<file path="src/rtl/pnp_pkg.sv">
package pnp_pkg;

  typedef enum logic [1:0] {
    ST_LOCK  = 2'd0,
    ST_SLEEP = 2'd1,
    ST_ISO   = 2'd2,
    ST_CFG   = 2'd3
  } pnp_state_e;

endpackage

</file>
<file path="src/rtl/pnp_key_match.sv">
module pnp_key_match #(
  parameter int              DW      = 8,
  parameter int              KEY_LEN = 32,
  parameter logic [DW-1:0]   SEED    = 8'h6A,
  parameter logic [DW-1:0]   TAPS    = 8'hB8
) (
  input  logic          clk,
  input  logic          rst_n,
  input  logic          en_i,
  input  logic          wr_i,
  input  logic [DW-1:0] byte_i,
  output logic          done_o
);

  localparam int            PW   = $clog2(KEY_LEN);
  localparam logic [PW-1:0] LAST = PW'(KEY_LEN - 1);

  logic [DW-1:0] exp_q, exp_d;
  logic [PW-1:0] pos_q, pos_d;
  logic          hit;
  logic          ld;

  assign hit = (byte_i == exp_q);
  assign ld  = !en_i || wr_i;

  always_comb begin
    exp_d  = exp_q;
    pos_d  = pos_q;
    done_o = 1'b0;
    if (!en_i) begin
      exp_d = SEED;
      pos_d = '0;
    end else if (wr_i) begin
      if (hit && (pos_q == LAST)) begin
        done_o = 1'b1;
        exp_d  = SEED;
        pos_d  = '0;
      end else if (hit) begin
        exp_d = {exp_q[DW-2:0], ^(exp_q & TAPS)};
        pos_d = pos_q + 1'b1;
      end else begin
        exp_d = SEED;
        pos_d = '0;
      end
    end
  end

  always_ff @(posedge clk or negedge rst_n) begin
    if (!rst_n) begin
      exp_q <= SEED;
      pos_q <= '0;
    end else if (ld) begin
      exp_q <= exp_d;
      pos_q <= pos_d;
    end
  end


  restart_on_miss_chk: assert property (@(posedge clk) disable iff (!rst_n)
    (en_i && wr_i && !hit) |=> (pos_q == '0 && exp_q == SEED));


  advance_on_hit_chk: assert property (@(posedge clk) disable iff (!rst_n)
    (en_i && wr_i && hit && pos_q != LAST) |=> (pos_q == PW'($past(pos_q) + 1'b1)));

endmodule

</file>
<file path="src/rtl/pnp_cmd_decode.sv">
module pnp_cmd_decode #(
  parameter int            DW       = 8,
  parameter logic [DW-1:0] IDX_WAKE = 8'h03,
  parameter logic [DW-1:0] IDX_CSN  = 8'h06
) (
  input  logic          clk,
  input  logic          rst_n,
  input  logic          active_i,
  input  logic          addr_wr_i,
  input  logic [DW-1:0] addr_i,
  input  logic          wdata_wr_i,
  input  logic          rdata_rd_i,
  output logic [DW-1:0] index_o,
  output logic          wake_o,
  output logic          csn_set_o,
  output logic          rd_en_o,
  output logic          wr_en_o
);

  logic [DW-1:0] idx_q, idx_d;
  logic          idx_ld;

  assign idx_ld = active_i && addr_wr_i;

  always_comb begin
    idx_d = idx_q;
    if (idx_ld) idx_d = addr_i;
  end

  always_ff @(posedge clk or negedge rst_n) begin
    if (!rst_n) idx_q <= '0;
    else if (idx_ld) idx_q <= idx_d;
  end

  always_comb begin
    wr_en_o   = active_i && wdata_wr_i;
    rd_en_o   = active_i && rdata_rd_i;
    wake_o    = wr_en_o && (idx_q == IDX_WAKE);
    csn_set_o = wr_en_o && (idx_q == IDX_CSN);
  end

  assign index_o = idx_q;


  index_load_chk: assert property (@(posedge clk) disable iff (!rst_n)
    (active_i && addr_wr_i) |=> (index_o == $past(addr_i)));


  locked_index_hold_chk: assert property (@(posedge clk) disable iff (!rst_n)
    !active_i |=> $stable(index_o));

endmodule

</file>
<file path="src/rtl/pnp_state_fsm.sv">
module pnp_state_fsm
  import pnp_pkg::*;
#(
  parameter int DW = 8
) (
  input  logic          clk,
  input  logic          rst_n,
  input  logic          key_done_i,
  input  logic          wake_i,
  input  logic          csn_set_i,
  input  logic [DW-1:0] data_i,
  input  logic          iso_lost_i,
  output pnp_state_e    state_o,
  output logic [DW-1:0] csn_o
);

  pnp_state_e    st_q, st_d;
  logic [DW-1:0] csn_q, csn_d;
  logic          csn_ld;

  always_comb begin
    st_d   = st_q;
    csn_d  = csn_q;
    csn_ld = 1'b0;
    if (st_q == ST_LOCK) begin
      if (key_done_i) st_d = ST_SLEEP;
    end else if (wake_i) begin
      if (data_i == csn_q) st_d = (csn_q == '0) ? ST_ISO : ST_CFG;
      else                 st_d = ST_SLEEP;
    end else if (st_q == ST_ISO) begin
      if (iso_lost_i) begin
        st_d = ST_SLEEP;
      end else if (csn_set_i && (data_i != '0)) begin
        csn_d  = data_i;
        csn_ld = 1'b1;
        st_d   = ST_CFG;
      end
    end
  end

  always_ff @(posedge clk or negedge rst_n) begin
    if (!rst_n) st_q <= ST_LOCK;
    else        st_q <= st_d;
  end

  always_ff @(posedge clk or negedge rst_n) begin
    if (!rst_n)      csn_q <= '0;
    else if (csn_ld) csn_q <= csn_d;
  end

  assign state_o = st_q;
  assign csn_o   = csn_q;


  unlock_needs_key_chk: assert property (@(posedge clk) disable iff (!rst_n)
    (st_q == ST_SLEEP && $past(st_q) == ST_LOCK) |-> $past(key_done_i));


  cfg_has_csn_chk: assert property (@(posedge clk) disable iff (!rst_n)
    (st_q == ST_CFG) |-> (csn_q != '0));


  wake_miss_sleep_chk: assert property (@(posedge clk) disable iff (!rst_n)
    (wake_i && st_q != ST_LOCK && data_i != csn_q) |=> (st_q == ST_SLEEP));


  csn_only_in_iso_chk: assert property (@(posedge clk) disable iff (!rst_n)
    (csn_q != $past(csn_q)) |-> ($past(st_q) == ST_ISO && st_q == ST_CFG));


  lost_to_sleep_chk: assert property (@(posedge clk) disable iff (!rst_n)
    (st_q == ST_ISO && iso_lost_i && !wake_i) |=> (st_q == ST_SLEEP));

endmodule

</file>
<file path="src/rtl/pnp_card_ctrl.sv">
module pnp_card_ctrl
  import pnp_pkg::*;
#(
  parameter int        DW       = 8,
  parameter int        KEY_LEN  = 32,
  parameter logic [7:0] KEY_SEED = 8'h6A,
  parameter logic [7:0] KEY_TAPS = 8'hB8,
  parameter logic [7:0] IDX_WAKE = 8'h03,
  parameter logic [7:0] IDX_CSN  = 8'h06
) (
  input  logic          clk,
  input  logic          rst_n,
  input  logic          addr_wr_i,
  input  logic [DW-1:0] addr_data_i,
  input  logic          wdata_wr_i,
  input  logic [DW-1:0] wdata_i,
  input  logic          rdata_rd_i,
  input  logic          iso_lost_i,
  output logic [1:0]    state_o,
  output logic [DW-1:0] csn_o,
  output logic [DW-1:0] index_o,
  output logic          rd_en_o,
  output logic          wr_en_o
);

  logic [1:0] rst_sync_q;
  logic       rst_core_n;
  pnp_state_e state;
  logic       key_done;
  logic       wake;
  logic       csn_set;
  logic       active;

  always_ff @(posedge clk or negedge rst_n) begin
    if (!rst_n) rst_sync_q <= 2'b00;
    else        rst_sync_q <= {rst_sync_q[0], 1'b1};
  end
  assign rst_core_n = rst_sync_q[1];

  assign active = (state != ST_LOCK);

  pnp_key_match #(
    .DW(DW), .KEY_LEN(KEY_LEN), .SEED(DW'(KEY_SEED)), .TAPS(DW'(KEY_TAPS))
  ) u_key (
    .clk(clk), .rst_n(rst_core_n), .en_i(!active),
    .wr_i(addr_wr_i), .byte_i(addr_data_i), .done_o(key_done)
  );

  pnp_cmd_decode #(
    .DW(DW), .IDX_WAKE(DW'(IDX_WAKE)), .IDX_CSN(DW'(IDX_CSN))
  ) u_dec (
    .clk(clk), .rst_n(rst_core_n), .active_i(active),
    .addr_wr_i(addr_wr_i), .addr_i(addr_data_i),
    .wdata_wr_i(wdata_wr_i), .rdata_rd_i(rdata_rd_i),
    .index_o(index_o), .wake_o(wake), .csn_set_o(csn_set),
    .rd_en_o(rd_en_o), .wr_en_o(wr_en_o)
  );

  pnp_state_fsm #(.DW(DW)) u_fsm (
    .clk(clk), .rst_n(rst_core_n), .key_done_i(key_done),
    .wake_i(wake), .csn_set_i(csn_set), .data_i(wdata_i),
    .iso_lost_i(iso_lost_i), .state_o(state), .csn_o(csn_o)
  );

  assign state_o = state;


  locked_no_access_chk: assert property (@(posedge clk) disable iff (!rst_core_n)
    (state_o == 2'd0) |-> (!rd_en_o && !wr_en_o));

endmodule

</file>
<file path="config.mk">
export PLATFORM = sky130hd
export DESIGN_NAME = pnp_card_ctrl
export DESIGN_NICKNAME = d
export VERILOG_FILES = /design/src/rtl/pnp_pkg.sv /design/src/rtl/pnp_key_match.sv /design/src/rtl/pnp_cmd_decode.sv /design/src/rtl/pnp_state_fsm.sv /design/src/rtl/pnp_card_ctrl.sv
export SDC_FILE = /design/constraint.sdc
export NUM_CORES = 1
export LEC_CHECK = 0
export BUFFER_PORTS_ARGS = -buffer_cell sky130_fd_sc_hd__buf_2
export CAP_MARGIN = 20
export CORE_ASPECT_RATIO = 0.5
export CORE_MARGIN = 4
export CORE_UTILIZATION = 47
export CTS_CLUSTER_DIAMETER = 50
export DETAILED_ROUTE_END_ITERATION = 8
export PLACE_DENSITY = 0.78
export SETUP_SLACK_MARGIN = 0.1
export SYNTH_ARGS = -nofsm -noshare
export SYNTH_HDL_FRONTEND = slang
export SYNTH_SLANG_ARGS = --single-unit
</file>
<file path="constraint.sdc">
create_clock -name clk -period 1 [get_ports clk]
set_input_delay 0.05 -clock clk [delete_from_list [all_inputs] [get_ports clk]]
set_output_delay 0.05 -clock clk [all_outputs]
set_load 0.01 [all_outputs]
</file>
Word-level counts from Yosys, hierarchy flattened. Index checks and enable logic that the tools add are counted.

ROM bits: 0. Memory bits (writable): 0. Memories: 0. Latch bits: 0. Bits of input ports: 22. Register bits after elaboration: 33.

$mul: 0. Reductions and logical operators: 19. Order comparisons: 0. Bitwise logic cells: 3. Div/mod/pow operators: 0. Eq/ne operators: 7. $add $sub $neg: 1. Shifts and indexed selects: 0. Multiplexer cells: 24.

Operators with widths (count): 8-bit two-way mux (4); 5-bit two-way mux (4); 8-bit equality test (2); 2-bit two-way mux (7); 1-bit two-way mux (9); 8-bit by 2-bit equality test with 1-bit output (second input constant) (1); 8-bit by 3-bit equality test with 1-bit output (second input constant) (1); 8-bit zero test (1); 8-bit nonzero test (1); 8-bit XOR reduction (1); 1-bit logical AND (7); 6-bit AND reduction (1); 5-bit by 1-bit adder with 5-bit output (second input constant) (1); 5-bit equality test (second input constant) (1); 2-bit nonzero test (2); 4-bit nonzero test (1); 1-bit NOT (3); 3-bit AND reduction (1); 3-bit nonzero test (1); 2-bit equality test (second input constant) (1); 2-bit zero test (1); 2-bit inequality test (second input constant) (1); 2-bit AND reduction (1); 1-bit logical OR (1).

Longest topological paths before layout. Gate-level depths: netlist of run 1.

Depth after elaboration: 10. Depth in mapped cells: 7. Depth with buffers taken out: 7.

Modules after synthesis. A second synthesis of run 1 with hierarchy kept.

Cells, all modules: 165. Area, all modules: 1850.5 um^2.

Modules (own cells, without submodules): pnp_key_match (area an instance 857.1 um^2, cells an instance 88, times used 1); pnp_state_fsm (area an instance 571.8 um^2, cells an instance 48, times used 1); pnp_cmd_decode (area an instance 357.8 um^2, cells an instance 24, times used 1); pnp_card_ctrl (area an instance 63.8 um^2, cells an instance 5, times used 1).

Least setup slack after synthesis of run 1. Ideal clock, no wire load.

Kind: reg2reg. Start point: reg u_dec.idx_q[3] (netlist: u_dec.index_o[3]). End point: reg u_fsm.st_q[1] (netlist: u_fsm.state_o[1]). Path slack: -970 ps. Period minus slack after synthesis: 1970 ps. Data required time: 927 ps. Arrival: 1897 ps. Stages on the path, launching flop included: 5. Cell sequence: dfrtp_1 or4b_4 or4_4 or3_1 a2bb2oi_2.

Word-level cells in the longest chain between the ends: 5. Elaborated cells on any way between the ends: 10. Those cells by class: 2 x eq/ne; 2 x mux; 6 x reduce/logical.

RTL lines: from (decl) (line pnp_cmd_decode.sv:20) `logic [DW-1:0] idx_q, idx_d;`; from (signal assigned) (line pnp_cmd_decode.sv:32) `else if (idx_ld) idx_q <= idx_d;`; 8-bit by 3-bit equality test with 1-bit output (line pnp_cmd_decode.sv:39) `csn_set_o = wr_en_o && (idx_q == IDX_CSN);`; 1-bit logical AND (line pnp_cmd_decode.sv:39); 1-bit logical AND (line pnp_state_fsm.sv:33) `end else if (csn_set_i && (data_i != '0)) begin`; 4-bit nonzero test (no source line); 3-bit AND reduction (no source line); to (signal assigned) (line pnp_state_fsm.sv:43) `else st_q <= st_d;`; to (decl) (line pnp_state_fsm.sv:17) `pnp_state_e st_q, st_d;`.

Parallel ways exist; a longest one is shown, timed or not. A chain may end at the register's enable or synchronous reset.

Worst setup path after layout of run 1.
Start point: reg u_dec.idx_q[5] (netlist: u_dec.index_o[5]). End point: reg u_fsm.st_q[1] (netlist: u_fsm.state_o[1]).

The elaborated chain is that of the path after synthesis.

==> impl_metrics.ini, run 1 <==
[synthesis]
synth.avg_cell_area_um2 = 10.98
syn_inst = 153
netlist_top_cells_area = dfrtp_1 43%, mux2_2 11%, dfstp_2 6.3%
seq_area_frac_synth = 0.4944
ys_warn_count = 0
synth_top_area_share = 0.4319
netlist_top_cells_count = 29 x dfrtp_1, 16 x mux2_2, 12 x nand2_1, 11 x xnor2_1, 10 x o21ai_0
ys_ff_latch = 33
synth_async_sr_flop_share = 1.000
synth-edff-count = 0
syn_area_um2 = 1680
synth_flop_cell = dfrtp_1
yosysMostFrequentCell = dfrtp_1
yosysUniqueCellTypes = 36
syn-num-nets = 177
yosysTopAreaCell = dfrtp_1

[clock_tree]
clk_pin_slew_ns = 0.08
clock-sinks = 33
clockRootBuffer = clkbuf_8
cts_buffers = 5
clock_latency_ns = 0.30
cts_tree = built
clockBufferDepth = 2
htreeDepth = 2

[timing]
setup_tns_ns = -23.73
hold_viol_final = 0
setup_ws_ns = -0.9828
slew_headroom = 0.6669
final.period_utilization = 1.983
fin_skew_ns = 0.01291
setup_viol = 47
worst_slew_pin_slew_ns = 0.4950
period_minus_slack_ns = 1.983
slew_viol_final = 0
rsz0062_at_grt = true
fmax_mhz = 504.3

[setup_path]
crit_slowest_cell = or4b_4
critPathArrivalTime_ns = 2.22
critPathRequiredTime_ns = 1.24
crit_type = register to register
r2r-start = u_dec.index_o[5]$_DFFE_PN0P_
crit_fanout = 3
rrSetupSlack_ns = -0.98
worstPathBufferInverterCount = 0
r2r_end = u_fsm.state_o[1]$_DFFE_PN0P_
path_delay_family = simple AND/OR/NAND/NOR gates
startpoint_type = register
critPathMaxStageDelay_ns = 0.52
cp_cell_sequence = or4b_4 -> or4_4 -> or3_4 -> a2bb2oi_2
reg2regPathDepth = 4
cp.depth = 4
startpoint = u_dec.index_o[5]$_DFFE_PN0P_
critPathCaptureType = register
cp-endpoint = u_fsm.state_o[1]$_DFFE_PN0P_

[final_layout]
n_antenna_cell = 0
area_growth_pct = 79.97
nNetsFinal = 297
drive_above_1_share = 0.6569

[power_and_ir_drop]
seq_power_share = 0.443
p_sw_uw = 934.1
power.internal_mw = 2.343
switching_share = 0.2850
pwr-share-comb = 0.248
p_per_area_nw_per_um2 = 1084
peakVddDrop_v = 0.0009578
clkPwrFrac = 0.310
total_power_mw = 3.277
total_leakage_power_nw = 1.486

[grt]
antenna_found_initial = 0
grt_pass1_vias = 1946
grt_pass1_wl_mm = 10.01
grt_usage = 0.2922
grt_max_degree = 32
grt_overflow = 0

[detailed_routing]
wl_met3_um = 672
post_drt_wl_per_cell_um = 23.41
vias_per_cell = 6.018
firstDrtPassIters = 5
ant_nets = 0
drcViolationCount = 0
wl_met1_mm = 2.792
vias = 1956
route.top_layer_used = met4
first_iter_violations = 131
routed-wl-met2_mm = 3.518
routed_wl_mm = 7.607

[status]
status = finished with violations
violations = negative setup slack

[placed_design]
dp_hpwl_mm = 3.685
gp_congestion = 0.8437
io_buffers = 41

[die]
pin_count = 42
die-area_um2 = 4654
die_w_um = 92.56
rows = 15
start_util = 0.4893
fp.dieH_um = 50.28
core_area_um2 = 3435

[hold_path]
hold_class = primary input to async pin

[run]
maxCapViolCount = 0
-- registers in the layout, indices dropped and copies added, names as in the netlist --
signal,flops
rst_sync_q,2
u_fsm.csn_o,8
u_key.exp_q,8
u_fsm.state_o,2
u_dec.index_o,8
u_key.pos_q,5
-- timing repair --
action | CTS | global route
setup endpoints to repair | 51 | 51
buffers inserted | 6 | 16
hold buffers | 1 | 0
gates resized for setup | 52 | 10
pin swaps | 10 | 5
endpoints found under the hold margin | 2 | 0
cloned | 1 | 0
-- how the worst min path moves through the flow --
stage	endpoint	slack, ns	cells after the start
CTS	rst_sync_q[0]$_DFF_PN0_	0.06	2
floorplan	rst_sync_q[0]$_DFF_PN0_	-0.25	0
global route	rst_sync_q[1]$_DFF_PN0_	0.07	2
finish	rst_sync_q[1]$_DFF_PN0_	0.07	2
detailed placement	rst_sync_q[0]$_DFF_PN0_	-0.16	1
global placement	rst_sync_q[0]$_DFF_PN0_	-0.17	1
-- through the flow --
stage / std cells / util / worst slack (ns) / hold WS [ns] / cell area (um2)
5_1_grt: 325 / 0.8805 / -1.013 / 0.07068 / 3024
2_1_floorplan: 153 / - / -0.9700 / -0.2456 / 1839
3_3_place_gp: 300 / 0.7366 / -0.9231 / -0.1655 / 2530
4_1_cts: 314 / 0.8434 / -0.9517 / 0.05723 / 2897
6_report: 325 / 0.8805 / -0.9828 / 0.07094 / 3024
3_5_place_dp: 300 / 0.7366 / -0.9590 / -0.1608 / 2530
-- cell usage in the layout (no fill, tap or decap), types with 3 or more instances in the layout --
master      n
buf_4      51
buf_6      36
dfrtp_1    27
buf_2      25
mux2_4     15
nand2_1    11
xnor2_1    11
o21ai_2     8
xor2_1      8
inv_1       5
clkbuf_8    5
nor2_1      4
a2bb2oi_2   4
nor4_1      4
dfstp_2     4
nor2_2      3
nand2b_1    3
nand4_1     3
buf_12      3
-- routing by layer --
layer / vias up / track usage
met1: 936 / 0.3111
met3: 67 / 0.08234
met2: 167 / 0.5018
met5: - / 0
met4: 0 / 0.2192
li1: 786 / -
-- power by group through the flow --
stage | sequential [mW] | clock, mW | combinational, mW
finish | 1.45 | 1.01 | 0.812
global route | 1.45 | 1.11 | 0.836
CTS | 1.44 | 1.02 | 0.733
detailed placement | 1.45 | 0 | 0.605
global placement | 1.45 | 0 | 0.576
floorplan | 1.51 | 0 | 0.171
-- cell type report --
class | instances | area [um2]
inverter | 6 | 22.52
fill | 106 | 410.4
sequential | 33 | 833.3
clock inverter | 3 | 17.52
timing repair buffer | 116 | 983.4
tap | 51 | 63.81
clock buffer | 5 | 68.82
multi-input combinational | 111 | 1035
-- cells by family (layout without fill, tap and decap cells) --
kind of cell,count (synthesis),after routing,share of synthesized area
AND/OR/NAND/NOR,51,51,0.1750
flip-flops,33,33,0.4944
AO/OA/AOI/OAI,22,22,0.08637
XOR/XNOR,19,19,0.09903
multiplexers,16,16,0.1072
buffers and inverters,9,130,0.02085
adder cells (fa/ha/maj),2,2,0.01489
other,1,1,0.002232
Power figures use the tool's default switching activity.
==> inputs of run 2 (changes only) <==
- CORE_UTILIZATION: 47 -> 52
- PLACE_DENSITY: 0.78 -> 0.81
- clock period: 1 -> 1.9 ns (I/O delays scaled with it)
==> impl_metrics.ini, run 2 (synthesized netlist as in run 1, its figures left out) <==
[timing]
slew_viol_final = 0
setup_viol = 1
final.period_utilization = 1.038
setup_ws_ns = -0.07309
setup_tns_ns = -0.07309
hold_viol_final = 0
rsz0062_at_grt = true
fmax_mhz = 506.8
period_minus_slack_ns = 1.973
fin_skew_ns = 0.007379

[final_layout]
layout.cells.most_common_list = 41 x buf_2, 29 x dfrtp_1, 12 x nand2_1, 12 x buf_4, 11 x xnor2_1
final_common_cell = buf_2
nNetsFinal = 236
fin_area_um2 = 2180
n_antenna_cell = 0
drive_above_1_share = 0.4225
area_growth_pct = 29.71

[power_and_ir_drop]
peakVddDrop_v = 0.0003436
p_sw_uw = 390.0
p_per_area_nw_per_um2 = 699.4
total_leakage_power_nw = 1.073
power.internal_mw = 1.134
clkPwrFrac = 0.369
pwr-share-comb = 0.134
seq_power_share = 0.496
switching_share = 0.2558

[setup_path]
r2r_end = u_fsm.state_o[1]$_DFFE_PN0P_
rrSetupSlack_ns = -0.07
cp.depth = 4
crit_fanout = 4
critPathCaptureType = register
crit_slowest_cell = or4b_4
cp_cell_sequence = or4b_4 -> or4_4 -> or3_4 -> a2bb2oi_2
cp-endpoint = u_fsm.state_o[1]$_DFFE_PN0P_
critPathArrivalTime_ns = 2.20
critPathMaxStageDelay_ns = 0.55
worstPathBufferInverterCount = 0
r2r-start = u_dec.index_o[3]$_DFFE_PN0P_
reg2regPathDepth = 4
critPathRequiredTime_ns = 2.12
startpoint = u_dec.index_o[3]$_DFFE_PN0P_
crit_type = register to register
startpoint_type = register
path_delay_family = simple AND/OR/NAND/NOR gates

[placed_design]
gp_congestion = 0.8264
dp_hpwl_mm = 2.739
io_buffers = 41
placed_area_um2 = 2016

[grt]
grt_usage = 0.1860
antenna_found_initial = 0
grt_pass1_vias = 1305
grt_max_degree = 32
grt_pass1_wl_mm = 5.733
grt_overflow = 0

[clock_tree]
clock-sinks = 33
cts_tree = built
clockBufferDepth = 2
cts_buffers = 5
clockRootBuffer = clkbuf_8
clk_pin_slew_ns = 0.07
clock_latency_ns = 0.29
htreeDepth = 2

[detailed_routing]
post_drt_wl_per_cell_um = 14.79
ant_nets = 0
vias_per_cell = 5.308
firstDrtPassIters = 4
vias = 1343
first_iter_violations = 62
drcViolationCount = 0
routed_wl_mm = 3.743

[run]
maxCapViolCount = 0

[status]
violations = negative setup slack
status = finished with violations

[die]
die_w_um = 88.39
start_util = 0.5513
die-area_um2 = 4260
core_area_um2 = 3048
rows = 14
fp.dieH_um = 48.20
pin_count = 42

[hold_path]
hold_class = primary input to register
hold_path_depth = 2
run 2: changes by cell type in the layout (fill, tap and decap cells not counted), sizes merged:
cell | previous run | this run
clkinvlp | 1 | 0
buf | 115 | 54
clkinv | 2 | 0
clkbuf | 5 | 8
run 2: cell type report:
cell class	instances	area [um2]
Clock buffer	8	90.09
Inverter	6	22.52
Timing Repair Buffer	55	316.6
Sequential cell	33	830.8
Tap cell	40	50.05
Multi-Input combinational cell	111	869.6
Fill cell	220	868.3
run 2: through the flow:
stage / instances / utilization / hold WS [ns] / worst slack, ns / power, mW
final: 253 / 0.7151 / 0.07061 / -0.07309 / 1.524
after global routing: 253 / 0.7151 / 0.06670 / -0.1144 / 1.585
after CTS: 253 / 0.6979 / 0.06735 / -0.07201 / 1.534
after detailed placement: 243 / 0.6613 / -0.1148 / -0.06182 / 0.9725
after global placement: 243 / 0.6613 / -0.1185 / -0.02974 / 0.9650
after floorplan: 153 / - / -0.2006 / -0.06996 / 0.8646
run 2: per-layer routing:
metal  GRT usage  share of wire  up-vias
met5           0              0        -
met4     0.08434          0.017        0
met3     0.05565          0.051        8
met2      0.3403           0.50       26
met1      0.2107           0.43      650
li1            -              -      659
run 2: worst min-delay path by stage:
| stage | start | end | slack (ns) |
|---|---|---|---|
| after floorplan | rst_n | rst_sync_q[0]$_DFF_PN0_ | -0.20 |
| after global placement | rst_n | rst_sync_q[0]$_DFF_PN0_ | -0.12 |
| after detailed placement | rst_n | rst_sync_q[0]$_DFF_PN0_ | -0.11 |
| after CTS | addr_data_i[3] | u_dec.index_o[3]$_DFFE_PN0P_ | 0.07 |
| after global routing | addr_data_i[4] | u_dec.index_o[4]$_DFFE_PN0P_ | 0.07 |
| final | addr_data_i[4] | u_dec.index_o[4]$_DFFE_PN0P_ | 0.07 |
run 2: timing repair:
action / in CTS / in global routing
pin swaps: 0 / 1
hold buffers: 1 / 0
setup endpoints to repair: 3 / 17
endpoints found under the hold margin: 2 / 0
gates resized for setup: 1 / 16
setup buffers: 1 / 0
run 2: power groups by stage:
stage               sequential [mW]  combinational (mW)  clock [mW]
global route                  0.759               0.225       0.601
floorplan                     0.791              0.0732           0
detailed placement            0.769               0.204           0
finish                        0.757               0.205       0.563
CTS                           0.757               0.206       0.572
global placement              0.766               0.199           0
==> inputs of run 3 (changes only) <==
- CORE_UTILIZATION: 52 -> 55
- PLACE_DENSITY: 0.81 -> 0.85
- SKIP_LAST_GASP: unset -> 1
- clock period: 1.9 -> 2.3 ns (I/O delays scaled with it)
==> impl_metrics.ini, run 3 (synthesized netlist as in run 1, its figures left out) <==
[status]
status = finished clean

[final_layout]
n_antenna_cell = 0
nNetsFinal = 226
final_common_cell = buf_2
area_growth_pct = 21.52
finalNonFillerCells = 240
layout.cells.most_common_list = 41 x buf_2, 29 x dfrtp_1, 16 x mux2_2, 12 x nand2_1, 11 x xnor2_1
drive_above_1_share = 0.3744
fill_cells = 184
final_core_util = 0.7428

[setup_path]
critPathCaptureType = register
startpoint_type = register
critPathArrivalTime_ns = 2.21
reg2regPathDepth = 4
r2r-start = u_dec.index_o[5]$_DFFE_PN0P_
crit_fanout = 4
critPathRequiredTime_ns = 2.52
crit_type = register to register
r2r_end = u_fsm.state_o[1]$_DFFE_PN0P_
rrSetupSlack_ns = 0.32

[grt]
grt_max_degree = 32
antenna_found_initial = 0
grt_overflow = 0
grt_pass1_wl_mm = 6.058
grt_usage = 0.2024
grt_pass1_vias = 1301

[detailed_routing]
ant_nets = 0
vias = 1340
vias_per_cell = 5.583
drcViolationCount = 0
post_drt_wl_per_cell_um = 14.70
routed_wl_mm = 3.529
firstDrtPassIters = 4
first_iter_violations = 59

[clock_tree]
clk_pin_slew_ns = 0.07
cts_tree = built
htreeDepth = 2
cts_buffers = 5
cts-resized-gates = 0
clock-sinks = 33
clock_latency_ns = 0.29
clockBufferDepth = 2
clockRootBuffer = clkbuf_8

[die]
pin_count = 42
fp.dieH_um = 47.09
start_util = 0.6113
die-area_um2 = 4057
die_w_um = 86.17
core_area_um2 = 2749
rows = 13

[timing]
worst_slew_pin_slew_ns = 0.6419
setup_viol = 0
setup_tns_ns = 0
period_minus_slack_ns = 1.985
fin_skew_ns = 0.008346
hold_viol_final = 0
rsz0062_at_grt = false
slew_viol_final = 0
setup_ws_ns = 0.3155
final.period_utilization = 0.8628
fmax_mhz = 503.9
slew_headroom = 0.5705

[hold_path]
hold_path_depth = 2
hold_class = primary input to register
min_to = u_dec.index_o[5]$_DFFE_PN0P_
min_from = addr_data_i[5]

[power_and_ir_drop]
peakVddDrop_v = 0.0003546
p_per_area_nw_per_um2 = 599.9
total_power_mw = 1.225
total_leakage_power_nw = 1.020

[placed_design]
io_buffers = 41
pre_cts_ws_ns = 0.3211
dp_hpwl_mm = 2.719
dp.cells = 231
gp_congestion = 0.8333

[run]
maxCapViolCount = 0
[run 3: how the worst max path moves through the flow]
stage | start | end | slack [ns] | depth (start not counted)
after floorplan | u_dec.index_o[3]$_DFFE_PN0P_ | u_fsm.state_o[1]$_DFFE_PN0P_ | 0.33 | 4
after global placement | u_dec.index_o[3]$_DFFE_PN0P_ | u_fsm.state_o[1]$_DFFE_PN0P_ | 0.37 | 4
after detailed placement | u_dec.index_o[3]$_DFFE_PN0P_ | u_fsm.state_o[1]$_DFFE_PN0P_ | 0.32 | 4
after CTS | u_dec.index_o[3]$_DFFE_PN0P_ | u_fsm.state_o[1]$_DFFE_PN0P_ | 0.32 | 4
after global routing | u_key.exp_q[5]$_DFFE_PN1P_ | u_key.pos_q[4]$_DFFE_PN0P_ | 0.25 | 5
final | u_dec.index_o[5]$_DFFE_PN0P_ | u_fsm.state_o[1]$_DFFE_PN0P_ | 0.32 | 4
[run 3: where the power goes]
part / leakage [nW] / switching [mW] / internal (mW)
Sequential: 0.431 / 0.0186 / 0.608
Combinational: 0.544 / 0.0780 / 0.0732
Clock: 0.0455 / 0.204 / 0.244
[run 3: critical path: stages, from the launching register on]
cell and delay (ns):
dfrtp_1 0.40, or4b_4 0.53, or4_4 0.51, or3_1 0.34, a2bb2oi_2 0.14
[run 3: cell type report]
cell class / instances / area, um2 / area share
Sequential cell: 33 / 830.8 / 0.4069
Clock buffer: 8 / 90.09 / 0.04412
Timing Repair Buffer: 45 / 237.7 / 0.1164
Inverter: 6 / 22.52 / 0.01103
Multi-Input combinational cell: 111 / 814.5 / 0.3989
Tap cell: 37 / 46.29 / 0.02267
[run 3: layer usage]
layer  vias up  part of all wire  global-route usage
li1        645                 -                   -
met1       655              0.45              0.2594
met2        35              0.48              0.3216
met3         5             0.052             0.06830
met4         0             0.012             0.09317
met5         -                 0                   0
[run 3: repair_timing]
| item | CTS | global route |
|---|---|---|
| hold buffers | 1 | 0 |
| buffers inserted | 0 | 0 |
| hold endpoints to repair | 2 | 0 |
[run 3: through the flow]
stage / area [um2] / hold slack, ns
6_report: 2042 / 0.08680
5_1_grt: 2042 / 0.08043
4_1_cts: 2042 / 0.08437
3_5_place_dp: 1942 / -0.09730
3_3_place_gp: 1942 / -0.09937
2_1_floorplan: 1680 / -0.1806
